## config.mk

```make
export PLATFORM = sky130hd
export DESIGN_NAME = brc_resolve
export DESIGN_NICKNAME = d
export VERILOG_FILES = /design/src/rtl/brc_pkg.sv /design/src/rtl/brc_cond_match.sv /design/src/rtl/brc_addr_gen.sv /design/src/rtl/brc_out_reg.sv /design/src/rtl/brc_resolve.sv
export SDC_FILE = /design/constraint.sdc
export NUM_CORES = 1
export LEC_CHECK = 0
export BUFFER_PORTS_ARGS = -buffer_cell sky130_fd_sc_hd__buf_4
export CORE_UTILIZATION = 51
export CTS_CLUSTER_DIAMETER = 120
export CTS_CLUSTER_SIZE = 20
export DETAILED_ROUTE_END_ITERATION = 8
export PLACE_DENSITY_LB_ADDON = 0.05
export SYNTH_ARGS = -nofsm -noshare
export SYNTH_HDL_FRONTEND = slang
export SYNTH_SLANG_ARGS = --single-unit
```

## constraint.sdc

```tcl
create_clock -name clk -period 5.9 [get_ports clk]
set_input_delay 0.59 -clock clk [delete_from_list [all_inputs] [get_ports clk]]
set_output_delay 0.59 -clock clk [all_outputs]
set_load 0.1 [all_outputs]
```

## src/rtl/brc_pkg.sv

```systemverilog
package brc_pkg;

  // Target form selected by a request.
  typedef enum logic {
    FMT_REG = 1'b0,
    FMT_STG = 1'b1
  } brc_fmt_e;

  // Condition code values.
  localparam logic [1:0] CC_EQ  = 2'd0;
  localparam logic [1:0] CC_LOW = 2'd1;
  localparam logic [1:0] CC_HI  = 2'd2;
  localparam logic [1:0] CC_OVF = 2'd3;

endpackage

```

## src/rtl/brc_cond_match.sv

```systemverilog
module brc_cond_match #(
  parameter int MASK_W = 4,
  localparam int CC_W  = $clog2(MASK_W)
) (
  input  logic [MASK_W-1:0] mask,
  input  logic [CC_W-1:0]   cc,
  output logic              hit
);

  // One select line per condition; mask bit k (from the left) lives at MASK_W-1-k.
  logic [MASK_W-1:0] sel;

  for (genvar k = 0; k < MASK_W; k++) begin : g_sel
    assign sel[k] = (cc == CC_W'(k)) & mask[MASK_W-1-k];
  end

  assign hit = |sel;

endmodule

```

## src/rtl/brc_addr_gen.sv

```systemverilog
module brc_addr_gen
  import brc_pkg::*;
#(
  parameter int ADDR_W = 24,
  parameter int REG_W  = 32,
  parameter int DISP_W = 12,
  parameter int RSEL_W = 4
) (
  input  brc_fmt_e          fmt,
  input  logic [RSEL_W-1:0] tgt_sel,
  input  logic [REG_W-1:0]  tgt_val,
  input  logic [RSEL_W-1:0] base_sel,
  input  logic [REG_W-1:0]  base_val,
  input  logic [RSEL_W-1:0] idx_sel,
  input  logic [REG_W-1:0]  idx_val,
  input  logic [DISP_W-1:0] disp,
  output logic [ADDR_W-1:0] target,
  output logic              reg_null
);

  localparam int PAD_W = ADDR_W - DISP_W;

  logic [ADDR_W-1:0] base_term;
  logic [ADDR_W-1:0] idx_term;
  logic [ADDR_W-1:0] disp_term;
  logic [ADDR_W-1:0] stg_sum;
  logic [ADDR_W-1:0] reg_term;

  // A zero selector stands for "no register", never register 0.
  always_comb begin
    base_term = (base_sel != '0) ? base_val[ADDR_W-1:0] : '0;
    idx_term  = (idx_sel  != '0) ? idx_val[ADDR_W-1:0]  : '0;
  end

  assign disp_term = {{PAD_W{1'b0}}, disp};
  assign stg_sum   = base_term + idx_term + disp_term;

  assign reg_null  = (tgt_sel == '0);
  assign reg_term  = reg_null ? '0 : tgt_val[ADDR_W-1:0];

  always_comb begin
    unique case (fmt)
      FMT_STG: target = stg_sum;
      default: target = reg_term;
    endcase
  end

endmodule

```

## src/rtl/brc_out_reg.sv

```systemverilog
module brc_out_reg #(
  parameter int ADDR_W = 24
) (
  input  logic              clk,
  input  logic              rst,
  input  logic              load,
  input  logic              taken_d,
  input  logic [ADDR_W-1:0] target_d,
  output logic              valid_q,
  output logic              taken_q,
  output logic [ADDR_W-1:0] target_q
);

  always_ff @(posedge clk) begin
    if (rst) begin
      valid_q  <= 1'b0;
      taken_q  <= 1'b0;
      target_q <= '0;
    end else begin
      valid_q <= load;
      if (load) begin
        taken_q  <= taken_d;
        target_q <= target_d;
      end
    end
  end

endmodule

```

## src/rtl/brc_resolve.sv

```systemverilog
module brc_resolve
  import brc_pkg::*;
#(
  parameter int ADDR_W = 24,
  parameter int REG_W  = 32,
  parameter int DISP_W = 12,
  parameter int RSEL_W = 4,
  parameter int MASK_W = 4,
  localparam int CC_W  = $clog2(MASK_W)
) (
  input  logic              clk,
  input  logic              rst,
  input  logic              req_valid,
  input  logic              req_fmt,
  input  logic [CC_W-1:0]   cond_code,
  input  logic [MASK_W-1:0] br_mask,
  input  logic [RSEL_W-1:0] tgt_sel,
  input  logic [REG_W-1:0]  tgt_val,
  input  logic [RSEL_W-1:0] base_sel,
  input  logic [REG_W-1:0]  base_val,
  input  logic [RSEL_W-1:0] idx_sel,
  input  logic [REG_W-1:0]  idx_val,
  input  logic [DISP_W-1:0] disp,
  output logic              res_valid,
  output logic              res_taken,
  output logic [ADDR_W-1:0] res_target
);

  brc_fmt_e          fmt;
  logic              cond_hit;
  logic              reg_null;
  logic              taken_d;
  logic [ADDR_W-1:0] target_d;

  assign fmt = brc_fmt_e'(req_fmt);

  brc_cond_match #(
    .MASK_W(MASK_W)
  ) u_match (
    .mask(br_mask),
    .cc  (cond_code),
    .hit (cond_hit)
  );

  brc_addr_gen #(
    .ADDR_W(ADDR_W),
    .REG_W (REG_W),
    .DISP_W(DISP_W),
    .RSEL_W(RSEL_W)
  ) u_addr (
    .fmt     (fmt),
    .tgt_sel (tgt_sel),
    .tgt_val (tgt_val),
    .base_sel(base_sel),
    .base_val(base_val),
    .idx_sel (idx_sel),
    .idx_val (idx_val),
    .disp    (disp),
    .target  (target_d),
    .reg_null(reg_null)
  );

  // The register form with no register named is cancelled.
  assign taken_d = cond_hit & ~((fmt == FMT_REG) & reg_null);

  brc_out_reg #(
    .ADDR_W(ADDR_W)
  ) u_out (
    .clk     (clk),
    .rst     (rst),
    .load    (req_valid),
    .taken_d (taken_d),
    .target_d(target_d),
    .valid_q (res_valid),
    .taken_q (res_taken),
    .target_q(res_target)
  );

endmodule

```

==> metrics.cfg, run 1 <==
[worst_hold_path]
hold_class=reg -> reg

[setup_path]
cp.arrival_ns=4.03
worstSetupPathType=in -> reg
crit_required_ns=6.05
start_kind=primary input
crit_chain=buf_4, nor4_4, buf_4, nor2b_1, fa_1, ha_1, inv_1, fa_1, nand2b_1, a21oi_2, o2111ai_1, a311oi_1, a21oi_1, xor2_1, o22ai_1
path_max_fanout=24
slowest_stage=fa_1
end_kind=flip-flop
cp_slowest_stage_delay_ns=0.52

[pwr]
seqPwrFrac_pct=21.2
p_int_mw=0.520
combPwrFrac_pct=63.9
p_leak_nw=1.95
power.total_mw=0.982
power_density_nw_per_um2=233
p_sw_mw=0.462
sw_frac_of_total_pct=47.1
pwr-share-clk_pct=14.9
ir_drop_v=0.000250

[logic_synthesis]
ys_async_sr_fraction_pct=0
syn_inst=385
yosysMostFrequentCell=nor2b_1
synth_area_leaders=dfxtp_1 (17%), ha_1 (13%), nor2b_1 (9.8%)
synth-edff-count=0
synth_cell_type_count=58
avgSynthCellArea_um2=8.11
synth_common_cells=nor2b_1 (49), a21oi_1 (37), ha_1 (33)
synth_nets=561
synth_top_area_share_pct=16.7
synthFlopType=dfxtp_1
synth-seq-cells=26
synth-seq-area-share_pct=16.7
ys.warnings.count=0
synthesis.area_um2=3120
yosysTopAreaCell=dfxtp_1

[clock_tree]
cts_made_buffers=3
clockBufferDepth=2
ctsResizeCount=0
root_buffer=clkbuf_8
clk_pin_slew_worst_paths_ns=0.09
ctsHoldBuffers=0
cts_sinks=26
post-cts-setup-buffer-count=0
worstSkewPairLatency_ns=0.27
cts_tree=built
htree_levels=1

[outcome]
status=completed

[placement]
dpl-instance-area_um2=4140
gp_congestion=0.898
numPortBuffers=131
dp_slack_ns=1.75
dp_cells=572
hpwl_mm=6.62

[final_layout]
seqCellArea_um2=520
diodes=0
finish.utilization_pct=71.2
finalNonFillerCells=576
area_growth_pct=34.9
final.fill_count=507
nNetsFinal=678
final_cell_area_um2=4210
multi_input_area_um2=2480
drive_gt1_share_pct=29.9

[sta]
setup_slack_ns=2.01
finClkSkew_ns=0
tns_ns=0
fmax_mhz=257
rsz0062_at_grt=no
holdWs_ns=0.478
finalHoldViolations=0
worstMarginPinSlew_ns=0.982
setup_viol_count_final=0
timing.final.crit_share_pct=65.9
slew_violations=0
slew_headroom_pct=34.4
min_period_ns=3.89

[routing]
route.detailed.drc=0
viasPerCell=5.71
ant_nets=0
drt_iter0_drc=146
first_pass_iters=4
wl_mm=8.19
wire_per_inst_um=14.2
vias=3288

[grt]
grt_util_all_layers_pct=25.5
overflow=0
antenna_found_initial=0
grt_max_degree=31
grt_pass1_vias=2887
grt_pass1_wl_mm=13.1

[floorplanning]
ios=156
dieHeight_um=80.3
core-area_um2=5920
rows=28
initial_utilization_pct=52.7
dieArea_um2=6440
die_w_um=80.3

[flow_run]
drv_cap=0

-- power by group through the flow --
stage | Sequential (mW) | Combinational [mW] | Clock [mW]
floorplan | 0.353 | 0.318 | 0
global placement | 0.211 | 0.614 | 0
detailed placement | 0.212 | 0.622 | 0
CTS | 0.208 | 0.625 | 0.147
global route | 0.210 | 0.679 | 0.154
finish | 0.208 | 0.627 | 0.147
-- path summary, 6_finish.rpt --
path | from | endpoint | slack [ns] | depth (start not counted)
hold / removal | u_out.taken_q | u_out.taken_q | 0.48 | 2
hold reg to reg | u_out.taken_q | u_out.taken_q | 0.48 | 2
setup / recovery | idx_sel[3] | u_out.target_q[17] | 2.01 | 15
setup reg to reg | u_out.target_q[19] | u_out.target_q[19] | 4.69 | 3
-- critical path: cells and delay by family --
kind                     cells  cell delay [ns]
XOR/XNOR                     1             0.24
buffers and inverters        3             0.47
adder cells (fa/ha/maj)      3             1.08
AND/OR/NAND/NOR              3             0.54
AO/OA/AOI/OAI                5             1.11
-- cells by family after synthesis --
| group | Yosys count | share of synthesized area (%) |
|---|---|---|
| buf+inv | 34 | 4.49 |
| compound gates | 114 | 25.1 |
| mux | 6 | 2.40 |
| fa+ha+maj | 46 | 21.6 |
| xor+xnor | 18 | 5.05 |
| simple gates | 141 | 24.8 |
| flops | 26 | 16.7 |
-- registers in the layout, indices dropped and copies added, names as in the netlist --
| register | count |
|---|---|
| u_out.target_q | 24 |
| u_out.valid_q | 1 |
| u_out.taken_q | 1 |
-- area by class of cell --
| type | instances | area share [%] |
|---|---|---|
| clock inverter | 1 | 0.713 |
| clock buffer | 3 | 0.980 |
| inverter | 13 | 1.16 |
| multi-input combinational | 325 | 58.9 |
| sequential | 26 | 12.4 |
| timing repair buffer | 133 | 23.7 |
| tap | 75 | 2.23 |
-- routing by layer --
| metal | GRT usage, % | vias to the layer above | share of wire [%] | wire length, um |
|---|---|---|---|---|
| met5 | 0 | - | 0 | 0 |
| met4 | 6.07 | 0 | 0.55 | 45 |
| met3 | 1.14 | 4 | 5.3 | 438 |
| met2 | 42.4 | 121 | 46 | 3810 |
| met1 | 36.1 | 1533 | 48 | 3900 |
| li1 | - | 1630 | - | - |
-- layout by cell type (no fill, tap or decap), drive strengths merged, types with 2 or more instances in the layout --
| cell | instances |
|---|---|
| xor2 | 5 |
| clkbuf | 3 |
| a21oi | 39 |
| mux2 | 2 |
| buf | 133 |
| o22ai | 6 |
| a221oi | 5 |
| dfxtp | 26 |
| nor3 | 8 |
| nand2 | 26 |
| nor2b | 49 |
| ha | 33 |
| xnor2 | 13 |
| and3 | 10 |
| nand4 | 3 |
| inv | 13 |
| a21o | 5 |
| a31oi | 7 |
| or3 | 3 |
| a22oi | 4 |
| a311oi | 5 |
| o211ai | 6 |
| nor4 | 3 |
| mux2i | 3 |
| nor2 | 23 |
| fa | 13 |
| o21ai | 15 |
| o21a | 4 |
| nand2b | 7 |
| or4 | 3 |
| a211oi | 4 |
| a211o | 2 |
| nand3 | 3 |
| o2bb2ai | 2 |
| o2111ai | 2 |
No activity file was read; power rests on OpenSTA's default activity.
==> run 2, diff against run 1 <==
--- a/config.mk
+++ b/config.mk
@@ -6,7 +6,7 @@
 export NUM_CORES = 1
 export LEC_CHECK = 0
 export BUFFER_PORTS_ARGS = -buffer_cell sky130_fd_sc_hd__buf_4
-export CORE_UTILIZATION = 51
+export CORE_UTILIZATION = 43
 export CTS_CLUSTER_DIAMETER = 120
 export CTS_CLUSTER_SIZE = 20
 export DETAILED_ROUTE_END_ITERATION = 8
==> constraint.sdc (replaced) <==
create_clock -name clk -period 3.2 [get_ports clk]
set_input_delay 0.32 -clock clk [delete_from_list [all_inputs] [get_ports clk]]
set_output_delay 0.32 -clock clk [all_outputs]
set_load 0.1 [all_outputs]
==> metrics.cfg, run 2 (same netlist as run 1, synthesis figures left out) <==
[final_layout]
final_cell_mix=buf_4 (182), nor2b_1 (47), a21oi_1 (34), ha_1 (29)
diodes=0  ; unchanged
nNetsFinal=732  ; +8.0%
final_common_cell=buf_4
area_growth_pct=53.2
seqCellArea_um2=520  ; unchanged
largest_register=u_out.target_q
largest_reg_flops=24  ; unchanged
top_regs=u_out.target_q x24, u_out.taken_q x1, u_out.valid_q x1
multi_input_area_um2=2590  ; +4.5%
drive_gt1_share_pct=40.2  ; +10 points
final.fill_count=600  ; +18%

[sta]
worstMarginPinSlew_ns=1.02  ; +0.0369 ns
setup_slack_ns=-0.0536  ; -2.07 ns
holdWs_ns=0.330  ; -0.148 ns
setup_viol_count_final=2  ; +2
slew_headroom_pct=31.9  ; -2.5 points
fmax_mhz=307
tns_ns=-0.0923  ; -0.0923 ns
slew_violations=0  ; unchanged
finalHoldViolations=0  ; unchanged
timing.final.crit_share_pct=102
min_period_ns=3.25
rsz0062_at_grt=yes
finClkSkew_ns=0  ; unchanged

[floorplanning]
dieArea_um2=7610  ; +18%
initial_utilization_pct=45.2  ; -7.5 points
dieHeight_um=87.2  ; +8.7%
rows=30  ; +7.1%
die_w_um=87.2  ; +8.7%
core-area_um2=6910  ; +17%
ios=156  ; unchanged

[grt]
grt_util_all_layers_pct=23.9  ; -1.6 points
grt_pass1_vias=3206  ; +11%
overflow=0  ; unchanged
grt_max_degree=31  ; unchanged
grt_pass1_wl_mm=14.6  ; +11%
antenna_found_initial=0  ; unchanged

[routing]
viasPerCell=5.31  ; -7.0%
first_pass_iters=4  ; unchanged
wire_per_inst_um=14.3  ; +0.55%
route.detailed.drc=0  ; unchanged
drt_iter0_drc=117  ; -20%
ant_nets=0  ; unchanged
wl_mm=9.31  ; +14%
vias=3457  ; +5.1%

[clock_tree]
cts_tree=built
cts_sinks=26  ; unchanged
ctsHoldBuffers=0  ; unchanged
clockBufferDepth=2  ; unchanged
cts_made_buffers=3  ; unchanged
root_buffer=clkbuf_8
htree_levels=1  ; unchanged
clk_pin_slew_worst_paths_ns=0.10  ; about the same
worstSkewPairLatency_ns=0.26  ; about the same

[placement]
numPortBuffers=131  ; unchanged
hpwl_mm=7.70  ; +16%
gp_congestion=0.865  ; -3.7%

[pwr]
p_leak_nw=2.24  ; +14%
p_sw_mw=0.918  ; +99%
seqPwrFrac_pct=18.8  ; -2.4 points
power_density_nw_per_um2=425  ; +82%
pwr-share-clk_pct=13.4  ; -1.5 points
ir_drop_v=0.000181  ; -28%
sw_frac_of_total_pct=45.1  ; -1.9 points
p_int_mw=1.12  ; +110%
combPwrFrac_pct=67.8  ; +3.9 points

[setup_path]
start_kind=primary input
cp.arrival_ns=3.45  ; -0.58 ns
path_max_fanout=12  ; -50%
reg2reg_from=u_out.target_q[19]
timing.rr.end=u_out.target_q[19]
worstSetupPathType=in -> reg
end_kind=flip-flop
crit_required_ns=3.39  ; -2.66 ns
r2r_slack_ns=2.01  ; -2.68 ns
rr_worst_depth=3  ; unchanged

[worst_hold_path]
min_to=u_out.target_q[7]
min-delay-start=tgt_val[7]
hold_class=in -> reg
min_path_cells=3  ; +1

[outcome]
violations=negative setup slack
status=finished, violations left

[flow_run]
drv_cap=0  ; unchanged

run 2: cell types whose count changed in the layout (fill, tap and decap cells not counted), sizes merged:
cell  previous run  this run
buf            133       187
run 2: critical path, stage by stage:
cell,delay (ns)
buf_4,0.12
nor4_4,0.35
buf_6,0.21
nor2b_1,0.08
fa_1,0.51
ha_4,0.31
nand4_1,0.14
a311oi_2,0.39
o211ai_2,0.13
o211ai_1,0.27
mux2_1,0.37
a311oi_2,0.25
run 2: layout make-up:
class                           instances  area share (%)
Multi-Input combinational cell        325            54.2
Clock buffer                            3           0.863
Clock inverter                          1           0.628
Sequential cell                        26            10.9
Tap cell                               96            2.51
Inverter                               13            1.02
Timing Repair Buffer                  187            29.9
run 2: power groups by stage:
stage	combinational, mW	clock, mW	sequential, mW
final	1.38	0.273	0.382
after floorplan	0.604	0	0.651
after detailed placement	1.32	0	0.389
after global routing	1.49	0.289	0.386
after CTS	1.34	0.277	0.382
after global placement	1.31	0	0.388
run 2: metal layers:
| metal | wire length (um) | track usage (%) |
|---|---|---|
| met4 | 75 | 5.07 |
| met5 | 0 | 0 |
| met3 | 371 | 1.33 |
| met2 | 4480 | 41.0 |
| met1 | 4380 | 33.3 |
run 2: how the worst max path moves through the flow:
stage	from	end	slack, ns	cells after the start
floorplan	idx_sel[3]	u_out.target_q[20]	-0.05	11
CTS	idx_sel[0]	u_out.target_q[22]	0.0005	12
global route	base_sel[0]	u_out.target_q[20]	-0.25	12
global placement	base_sel[3]	u_out.target_q[21]	-0.32	15
finish	idx_sel[0]	u_out.target_q[22]	-0.05	12
detailed placement	base_sel[3]	u_out.target_q[21]	-0.34	15
run 2: timing repair:
action | 4_1_cts | 5_1_grt
pin swaps | 5 | 22
endpoints found under the setup margin | 5 | 10
resized for setup | 5 | 17
buffers inserted | 0 | 4
run 2: stage by stage:
step                      cells  util [%]  cell area, um^2  worst slack, ns  power, mW
after detailed placement    643      66.2             4570           -0.339       1.71
final                       651      69.3             4780          -0.0536       2.03
after global routing        651      69.3             4780           -0.246       2.16
after CTS                   647      67.6             4670         0.000502       2.00
after floorplan             385         -             3190          -0.0492       1.25
after global placement      643      66.2             4570           -0.323       1.69
